## src/rtl/mac_pkg.sv

```systemverilog
package mac_pkg;

    typedef enum logic [1:0] {
        OP_IDLE = 2'd0,
        OP_LOAD = 2'd1,
        OP_ADD  = 2'd2,
        OP_SUB  = 2'd3
    } mac_op_e;

endpackage

```

## src/rtl/mac_mult.sv

```systemverilog
module mac_mult #(
    parameter int OP_W  = 16,
    parameter int ACC_W = 40
) (
    input  logic [OP_W-1:0]  x_i,
    input  logic [OP_W-1:0]  y_i,
    input  logic             frct_i,
    output logic [ACC_W-1:0] prod_o
);
    localparam int EXT_W  = OP_W + 1;
    localparam int PROD_W = 2 * EXT_W;

    logic signed [EXT_W-1:0]  xe, ye;
    logic signed [PROD_W-1:0] raw;
    logic        [ACC_W-1:0]  wide;

    always_comb begin
        xe     = {x_i[OP_W-1], x_i};
        ye     = {y_i[OP_W-1], y_i};
        raw    = xe * ye;
        wide   = {{(ACC_W-PROD_W){raw[PROD_W-1]}}, raw};
        prod_o = frct_i ? {wide[ACC_W-2:0], 1'b0} : wide;
    end
endmodule

```

## src/rtl/mac_addsub.sv

```systemverilog
module mac_addsub #(
    parameter int ACC_W   = 40,
    parameter int RND_BIT = 15
) (
    input  logic [ACC_W-1:0] base_i,
    input  logic [ACC_W-1:0] addend_i,
    input  logic             sub_i,
    input  logic             rnd_i,
    output logic [ACC_W-1:0] res_o,
    output logic             ovf_o
);
    localparam int WIDE_W = ACC_W + 2;
    localparam logic [WIDE_W-1:0] RND_K = WIDE_W'(1) << RND_BIT;
    localparam logic [ACC_W-1:0]  LOW_M = (ACC_W'(1) << (RND_BIT + 1)) - ACC_W'(1);

    logic [WIDE_W-1:0] b_w, a_w, sum_w;

    always_comb begin
        b_w   = {{2{base_i[ACC_W-1]}}, base_i};
        a_w   = {{2{addend_i[ACC_W-1]}}, addend_i};
        sum_w = b_w + (sub_i ? (~a_w + WIDE_W'(1)) : a_w) + (rnd_i ? RND_K : '0);
        ovf_o = !((sum_w[WIDE_W-1:ACC_W-1] == '0) || (sum_w[WIDE_W-1:ACC_W-1] == '1));
        res_o = sum_w[ACC_W-1:0];
        if (rnd_i) begin
            res_o = res_o & ~LOW_M;
        end
    end
endmodule

```

## src/rtl/mac_sat.sv

```systemverilog
module mac_sat #(
    parameter int ACC_W = 40,
    parameter int SAT_W = 32
) (
    input  logic [ACC_W-1:0] val_i,
    output logic [ACC_W-1:0] val_o
);
    localparam int TOP_W = ACC_W - SAT_W + 1;
    localparam logic [ACC_W-1:0] POS_LIM = {{TOP_W{1'b0}}, {(SAT_W-1){1'b1}}};
    localparam logic [ACC_W-1:0] NEG_LIM = {{TOP_W{1'b1}}, {(SAT_W-1){1'b0}}};

    logic [TOP_W-1:0] top;

    always_comb begin
        top = val_i[ACC_W-1:SAT_W-1];
        if ((top == '0) || (top == '1)) begin
            val_o = val_i;
        end else if (val_i[ACC_W-1]) begin
            val_o = NEG_LIM;
        end else begin
            val_o = POS_LIM;
        end
    end
endmodule

```

## src/rtl/frac_mac.sv

```systemverilog
module frac_mac
    import mac_pkg::*;
#(
    parameter int OP_W    = 16,
    parameter int GUARD_W = 8
) (
    input  logic                clk,
    input  logic                rst_n,
    input  logic [1:0]          op_i,
    input  logic                sel_i,
    input  logic [OP_W-1:0]     x_i,
    input  logic [OP_W-1:0]     y_i,
    input  logic                frct_i,
    input  logic                rnd_i,
    input  logic                clr_i,
    input  logic                sat_i,
    input  logic                rd_sel_i,
    output logic [2*OP_W+GUARD_W-1:0] acc_a_o,
    output logic [2*OP_W+GUARD_W-1:0] acc_b_o,
    output logic                ovf_a_o,
    output logic                ovf_b_o,
    output logic [OP_W-1:0]     hi_o
);
    localparam int SAT_W = 2 * OP_W;
    localparam int ACC_W = SAT_W + GUARD_W;
    localparam int N_ACC = 2;

    typedef struct packed {
        logic [N_ACC-1:0][ACC_W-1:0] acc;
        logic [N_ACC-1:0]            ovf;
    } state_t;

    state_t st_d, st_q;

    mac_op_e          op;
    logic [ACC_W-1:0] prod, base, res;
    logic             ovf_w, fresh;
    logic [N_ACC-1:0][ACC_W-1:0] clamped;

    assign op = mac_op_e'(op_i);

    mac_mult #(.OP_W(OP_W), .ACC_W(ACC_W)) u_mult (
        .x_i    (x_i),
        .y_i    (y_i),
        .frct_i (frct_i),
        .prod_o (prod)
    );

    mac_addsub #(.ACC_W(ACC_W), .RND_BIT(OP_W-1)) u_add (
        .base_i   (base),
        .addend_i (prod),
        .sub_i    (op == OP_SUB),
        .rnd_i    (rnd_i),
        .res_o    (res),
        .ovf_o    (ovf_w)
    );

    for (genvar g = 0; g < N_ACC; g++) begin : g_sat
        mac_sat #(.ACC_W(ACC_W), .SAT_W(SAT_W)) u_sat (
            .val_i (st_q.acc[g]),
            .val_o (clamped[g])
        );
    end

    always_comb begin
        st_d  = st_q;
        fresh = (op == OP_LOAD) || clr_i;
        base  = fresh ? '0 : st_q.acc[sel_i];
        if (sat_i) begin
            st_d.acc[sel_i] = clamped[sel_i];
        end else if (op != OP_IDLE) begin
            st_d.acc[sel_i] = res;
            st_d.ovf[sel_i] = fresh ? ovf_w : (st_q.ovf[sel_i] | ovf_w);
        end
    end

    always_ff @(posedge clk or negedge rst_n) begin
        if (!rst_n) begin
            st_q <= '0;
        end else begin
            st_q <= st_d;
        end
    end

    assign acc_a_o = st_q.acc[0];
    assign acc_b_o = st_q.acc[1];
    assign ovf_a_o = st_q.ovf[0];
    assign ovf_b_o = st_q.ovf[1];
    assign hi_o    = st_q.acc[rd_sel_i][SAT_W-1:SAT_W-OP_W];
endmodule

```

## config.mk

```make
export PLATFORM = sky130hd
export DESIGN_NAME = frac_mac
export DESIGN_NICKNAME = d
export VERILOG_FILES = /design/src/rtl/mac_pkg.sv /design/src/rtl/mac_mult.sv /design/src/rtl/mac_addsub.sv /design/src/rtl/mac_sat.sv /design/src/rtl/frac_mac.sv
export SDC_FILE = /design/constraint.sdc
export NUM_CORES = 1
export LEC_CHECK = 0
export ABC_AREA = 0
export BUFFER_PORTS_ARGS = -buffer_cell sky130_fd_sc_hd__buf_2
export CORE_AREA = 2 2 150 299
export CTS_BUF_LIST = sky130_fd_sc_hd__clkbuf_2 sky130_fd_sc_hd__clkbuf_4 sky130_fd_sc_hd__clkbuf_8
export CTS_CLUSTER_SIZE = 28
export DETAILED_ROUTE_END_ITERATION = 16
export DIE_AREA = 0 0 152 301
export GPL_TIMING_DRIVEN = 0
export PLACE_DENSITY = 0.71
export SYNTH_ARGS = -nofsm -noshare
export SYNTH_HDL_FRONTEND = slang
export SYNTH_SLANG_ARGS = --single-unit
```

## constraint.sdc

```tcl
create_clock -name clk -period 7.36 [get_ports clk]
set_input_delay 0.368 -clock clk [delete_from_list [all_inputs] [get_ports clk]]
set_output_delay 0.368 -clock clk [all_outputs]
set_load 0.02 [all_outputs]
```

; ---- After elaboration in Yosys (flattened, before gate mapping)
; Index checks and enable logic that the tools add are counted.
[totals]
reg_bits = 82
in_bits = 42
mem_count = 0
word_cells = 57
latch_bits = 0
rom_bits = 0
out_inout_bits = 98
ram_bits = 0
[classes]
div = 0
magnitude_cmp = 3
add_sub_neg = 3
n_reduce_logical = 12
n_mul = 1
bitwise_logic = 3
mux = 27
shifts = 0
n_eq_ne = 5
[op_table]
columns = cell, n
row1 = $mux 40, 10
row2 = $bwmux 80, 2
row3 = $mux 32, 3
row4 = $mux 82, 1
row5 = $mux 80, 1
row6 = $add 42x1->42 const B, 1
row7 = $add 42x16->42, 1
row8 = $add 42x42->42, 1
row9 = $mux 42, 1
row10 = $not 42->42, 1
row11 = $demux 40 s1, 1
row12 = $mul 16x16->32, 1
row13 = $mux 16, 2
row14 = $eq 9x9->1 const B, 2
row15 = $logic_not 9->1, 2
row16 = $logic_or 1x1->1, 4
row17 = $lt 1x2->1 const B, 2
row18 = $mux 1, 4
row19 = $reduce_bool 2->1, 2
row20 = $eq 3x3->1 const B, 1
row21 = $logic_not 3->1, 1
row22 = $bwmux 2, 1
row23 = $eq 2x1->1 const B, 1
row24 = $eq 2x2->1 const B, 1
row25 = 7 further kinds, 7

; ---- Depth between registers and ports, before layout
[depth]
word_depth = 15
depth_mapped = 43

; ---- Modules after synthesis
; From an unflattened synthesis, not the netlist that was laid out.
[unflattened]
hier_cells = 2311
area_unflattened_um2 = 20021.7
[modules_own_cells]
columns = module, cells_each, area_per_inst_um2, instances
row1 = mac_mult, 1144, 10334.9, 1
row2 = frac_mac, 490, 4717.0, 1
row3 = mac_addsub, 495, 3673.5, 1
row4 = mac_sat, 91, 648.1, 2

; ---- Least setup slack after synthesis
; No wires, ideal clock.
[synth_timing]
path_type = in2reg
from = in x_i[10]
to = reg st_q (netlist bit ovf_a_o)
required_time_ns = 7.256
path_stages = 38
arrival_ns = 9.775
setup_ns = 0.104
path_buffers = 3
setup_slack_ns = -2.519
cell_sequence = clkbuf_1 nand2_1 fa_1 fa_1 fa_1 fa_1 inv_1 fa_1 fa_1 ha_1 buf_2 a21o_1 a21o_1 a211oi_4 a21oi_2 a311oi_4 mux2_4 nor3_1 [... 2 more ...] nor4_1 a211o_1 a21oi_1 ha_1 ha_1 clkbuf_1 a211oi_1 nand2_1 a211oi_1 nand2_1 or3_1 a211o_1 a31oi_1 o21bai_1 xnor2_1 a21oi_2 or4b_1 o311ai_1
[synth_via]
elab_chain_len = 13
word_cells_on_any_way = 14
cone_classes = 3 x add/sub / 1 x mul / 1 x eq/ne / 4 x mux / 2 x bitwise / 3 x reduce/logical
[synth_lines]
columns = element, line
row1 = "start, declared", frac_mac.sv:11  ; input logic [OP_W-1:0] x_i,
row2 = $mul 16x16->32 *, mac_mult.sv:20  ; raw = xe * ye;
row3 = $mux 32, mac_mult.sv:22  ; prod_o = frct_i ? {wide[ACC_W-2:0], 1'b0} : wide;
row4 = $not 42->42, mac_addsub.sv:21  ; sum_w = b_w + (sub_i ? (~a_w + WIDE_W'(1)) : a_w) + (rnd_i ? RND_K : '0);
row5 = $add 42x1->42, mac_addsub.sv:21
row6 = $mux 42 *, mac_addsub.sv:21
row7 = $add 42x42->42 *, mac_addsub.sv:21
row8 = $add 42x16->42 *, mac_addsub.sv:21
row9 = $eq 3x3->1 or $logic_not 3->1 (tied branches), mac_addsub.sv:22  ; ovf_o = !((sum_w[WIDE_W-1:ACC_W-1] == '0) || (sum_w[WIDE_W-1:ACC_W-1] == '1));
row10 = $logic_or 1x1->1 *, mac_addsub.sv:22
row11 = $logic_not 1->1 *, mac_addsub.sv:22
row12 = $or 1x1->1, frac_mac.sv:73  ; st_d.ovf[sel_i] = fresh ? ovf_w : (st_q.ovf[sel_i] | ovf_w);
row13 = $mux 1 *, frac_mac.sv:73
row14 = $bwmux 2 *, frac_mac.sv:73
row15 = "end signal, assigned", frac_mac.sv:81  ; st_q <= st_d;
row16 = "end, declared", frac_mac.sv:33  ; state_t st_d, st_q;
; Mark *: on every way between the ends. The rest lies on a longest branch, timed or not.
; A chain may end at the register's enable or synchronous reset.

; ---- Final worst setup path
[layout_timing]
from = in y_i[6]
to = reg st_q (netlist bit ovf_b_o)
[layout_via]
elab_chain_len = 13
word_cells_on_any_way = 14
cone_classes = 3 x add/sub / 1 x mul / 1 x eq/ne / 4 x mux / 2 x bitwise / 3 x reduce/logical
[layout_lines]
columns = element, line
row1 = "start, declared", frac_mac.sv:12  ; input logic [OP_W-1:0] y_i,
row2 = $mul 16x16->32 *, mac_mult.sv:20
row3 = $mux 32, mac_mult.sv:22
row4 = $not 42->42, mac_addsub.sv:21
row5 = $add 42x1->42, mac_addsub.sv:21
row6 = $mux 42 *, mac_addsub.sv:21
row7 = $add 42x42->42 *, mac_addsub.sv:21
row8 = $add 42x16->42 *, mac_addsub.sv:21
row9 = $eq 3x3->1 or $logic_not 3->1 (tied branches), mac_addsub.sv:22
row10 = $logic_or 1x1->1 *, mac_addsub.sv:22
row11 = $logic_not 1->1 *, mac_addsub.sv:22
row12 = $or 1x1->1, frac_mac.sv:73
row13 = $mux 1 *, frac_mac.sv:73
row14 = $bwmux 2 *, frac_mac.sv:73
; Marks and branches as above.

==> metrics.yaml <==
worst_hold_path:
  hold_class: "input pin to async pin"
run_status:
  outcome: "finished with violations"
  violations: "negative setup slack"
synth:
  ys_ff_latch: 82
  synth_top_area_cell: "fa_1"
  synth.net_count: 2807
  syn_inst: 2338
  yosysWarnings: 0
  synthTopCellsByArea: "fa_1 27%, dfrtp_1 11%, ha_1 11%"
  syn_area_um2: 19330
  syn_avg_cell_area_um2: 8.268
  synth_cell_types: 93
  yosysSeqAreaShare_pct: 10.62
  ys_async_sr_fraction_pct: 100.0
  yosysMostFrequentCell: "inv_1"
  synth_edf_count: 0
  synth_ff_type: "dfrtp_1"
  yosys.area.top_type_share_pct: 27.34
  yosys-top-cells-count: "308 x inv_1, 264 x fa_1, 260 x nand2_1"
drt:
  route.detailed.drc: 0
  ant_nets: 0
  post_drt_wl_per_cell_um: 24.30
  wl_mm: 76.12
  drt_iter0_markers: 1096
  vias: 18550
  post_drt_via_cell_ratio: 5.924
  dr.pass1.iters: 5
sta:
  finalClockSkew_ns: 0.02255
  hold_violations: 0
  max_slew.worst_pin.slew_ns: 1.021
  setup_viol: 58
  rsz0062_at_grt: "yes"
  holdWs_ns: 0.3320
  fin_crit_ns: 9.862
  timing.final.crit_share_pct: 134.0
  finalMaxSlewViolations: 0
  relSlewSlack_pct: 31.44
  setup_ws_ns: -2.502
  fmax_ghz: 0.1014
layout:
  drive_gt1_share_pct: 21.81
  final_area_um2: 23930
  nets: 3045
  area_growth_syn_to_layout_pct: 23.82
job:
  maxCapViolCount: 0
cts:
  cts_buffers: 9
  clock_sinks: 82
  ctsHtreeMaxLevel: 3
  clock_latency_ns: 0.41
  clk_pin_slew_ns: 0.11
  root_buffer: "clkbuf_8"
  cts_buffer_depth: 2
  cts_tree: "built"
setup_path:
  cp_top_family: "adder cells"
  path_common_cell: "fa_1"
  criticalPathCategory: "input pin to register"
  cp_num_buf_inv: 7
  crit_path_end_kind: "register"
  cp_slowest_stage_delay_ns: 0.56
  r2r-start: "acc_b_o[1]"
  start_kind: "input pin"
  slowest_stage: "fa_2"
  crit_path_max_fanout: 7
  critPathLaunch: "y_i[6]"
  arrival_ns: 10.17
  ff2ff_setup_slack_ns: 2.71
  required_ns: 7.66
placement:
  gp_congestion: 1.055
  dp_hpwl_mm: 62.09
  dpl_cell_area_um2: 21170
  port_buffers: 135
die:
  core-area_um2: 43380
  fp.dieW_um: 152
  die_area_um2: 45750
  rows: 108
  start_util_pct: 44.56
  pin_count: 140
  die_y_um: 301
global_routing:
  grt_max_degree: 70
  grt_overflow: 0
  grt_pass1_wl_mm: 115.0
  grt_util_all_layers_pct: 33.09
  antenna_found_initial: 1
  grt_pass1_vias: 20170
## kinds of logic after synthesis
group,synth area share [%]
buffers and inverters,8.279
and+or+nand+nor,19.39
AOI/OAI and AO/OA,16.69
DFF,10.62
adders and majority gates,37.89
xor gates and xnor gates,3.748
muxes,3.385
## metal layers
metal  global-route usage [%]  vias to the layer above  wire length, um
met5                        0                        -                0
met4                    33.20                        0             9473
met3                    3.267                      367             3032
met2                    64.39                      812            41260
met1                    28.08                     9143            22350
li1                         -                     8231                -
## stage by stage
step / utilization (%) / setup slack (ns) / cells / setup TNS (ns)
after global routing: 55.18 / -2.719 / 3132 / -91.37
after CTS: 53.32 / -2.547 / 3107 / -78.00
after global placement: 48.73 / -4.202 / 3023 / -147.33
final: 55.18 / -2.502 / 3132 / -78.37
after detailed placement: 48.80 / -4.232 / 3024 / -150.33
after floorplan: - / -1.942 / 2338 / -41.45
## registers in the layout, summed over array words and instances (netlist names)
register and flops:
acc_b_o 40, acc_a_o 40, ovf_a_o 1, ovf_b_o 1
## cell usage in the layout (no fill, tap or decap), types with 15 or more instances in the layout
cell type,count
a21o_1,34
ha_1,134
xnor2_2,18
ha_4,23
mux2_2,15
buf_4,92
fa_1,247
clkbuf_1,52
mux2i_1,43
xnor2_1,34
dfrtp_1,82
clkbuf_8,18
a21oi_2,28
nand3_1,34
and2_1,121
nor2_1,202
o211ai_1,18
inv_1,301
a21oi_1,148
a221o_1,18
o21a_1,21
nor3_1,25
buf_6,30
nand2b_1,16
buf_2,111
clkbuf_16,18
nand2_1,249
fa_2,17
o21ai_0,51
## worst paths after layout
check | to | cells after the start
worst max-delay path | ovf_b_o | 39
worst min-delay path | acc_b_o[6] | 2
worst max register to register | ovf_b_o | 20
worst min register to register | ovf_b_o | 2
max in group asynchronous | acc_a_o[32] | 3
min in group clk | acc_a_o[3] | 4
## what timing repair did
| item | 4_1_cts | 5_1_grt |
|---|---|---|
| setup buffers | 69 | 26 |
| hold buffers | 1 | 0 |
| hold endpoints to repair | 13 | 0 |
| resized for setup | 246 | 138 |
| gates cloned | 1 | 0 |
| pin swaps | 87 | 93 |
| endpoints found under the setup margin | 62 | 60 |
## cell type report
| class | count | area (um2) |
|---|---|---|
| Clock inverter | 7 | 72.57 |
| Fill cell | 3852 | 19440 |
| Inverter | 308 | 1156 |
| Sequential cell | 82 | 2052 |
| Timing Repair Buffer | 232 | 1649 |
| Clock buffer | 9 | 123.9 |
| Antenna cell | 1 | 2.502 |
| Buffer | 106 | 964.7 |
| Multi-Input combinational cell | 1837 | 17230 |
| Tap cell | 550 | 688.2 |
Power is left out: the tool's default activity adds up to more than one toggle a clock period on the data nets, which glitch-free logic cannot reach.
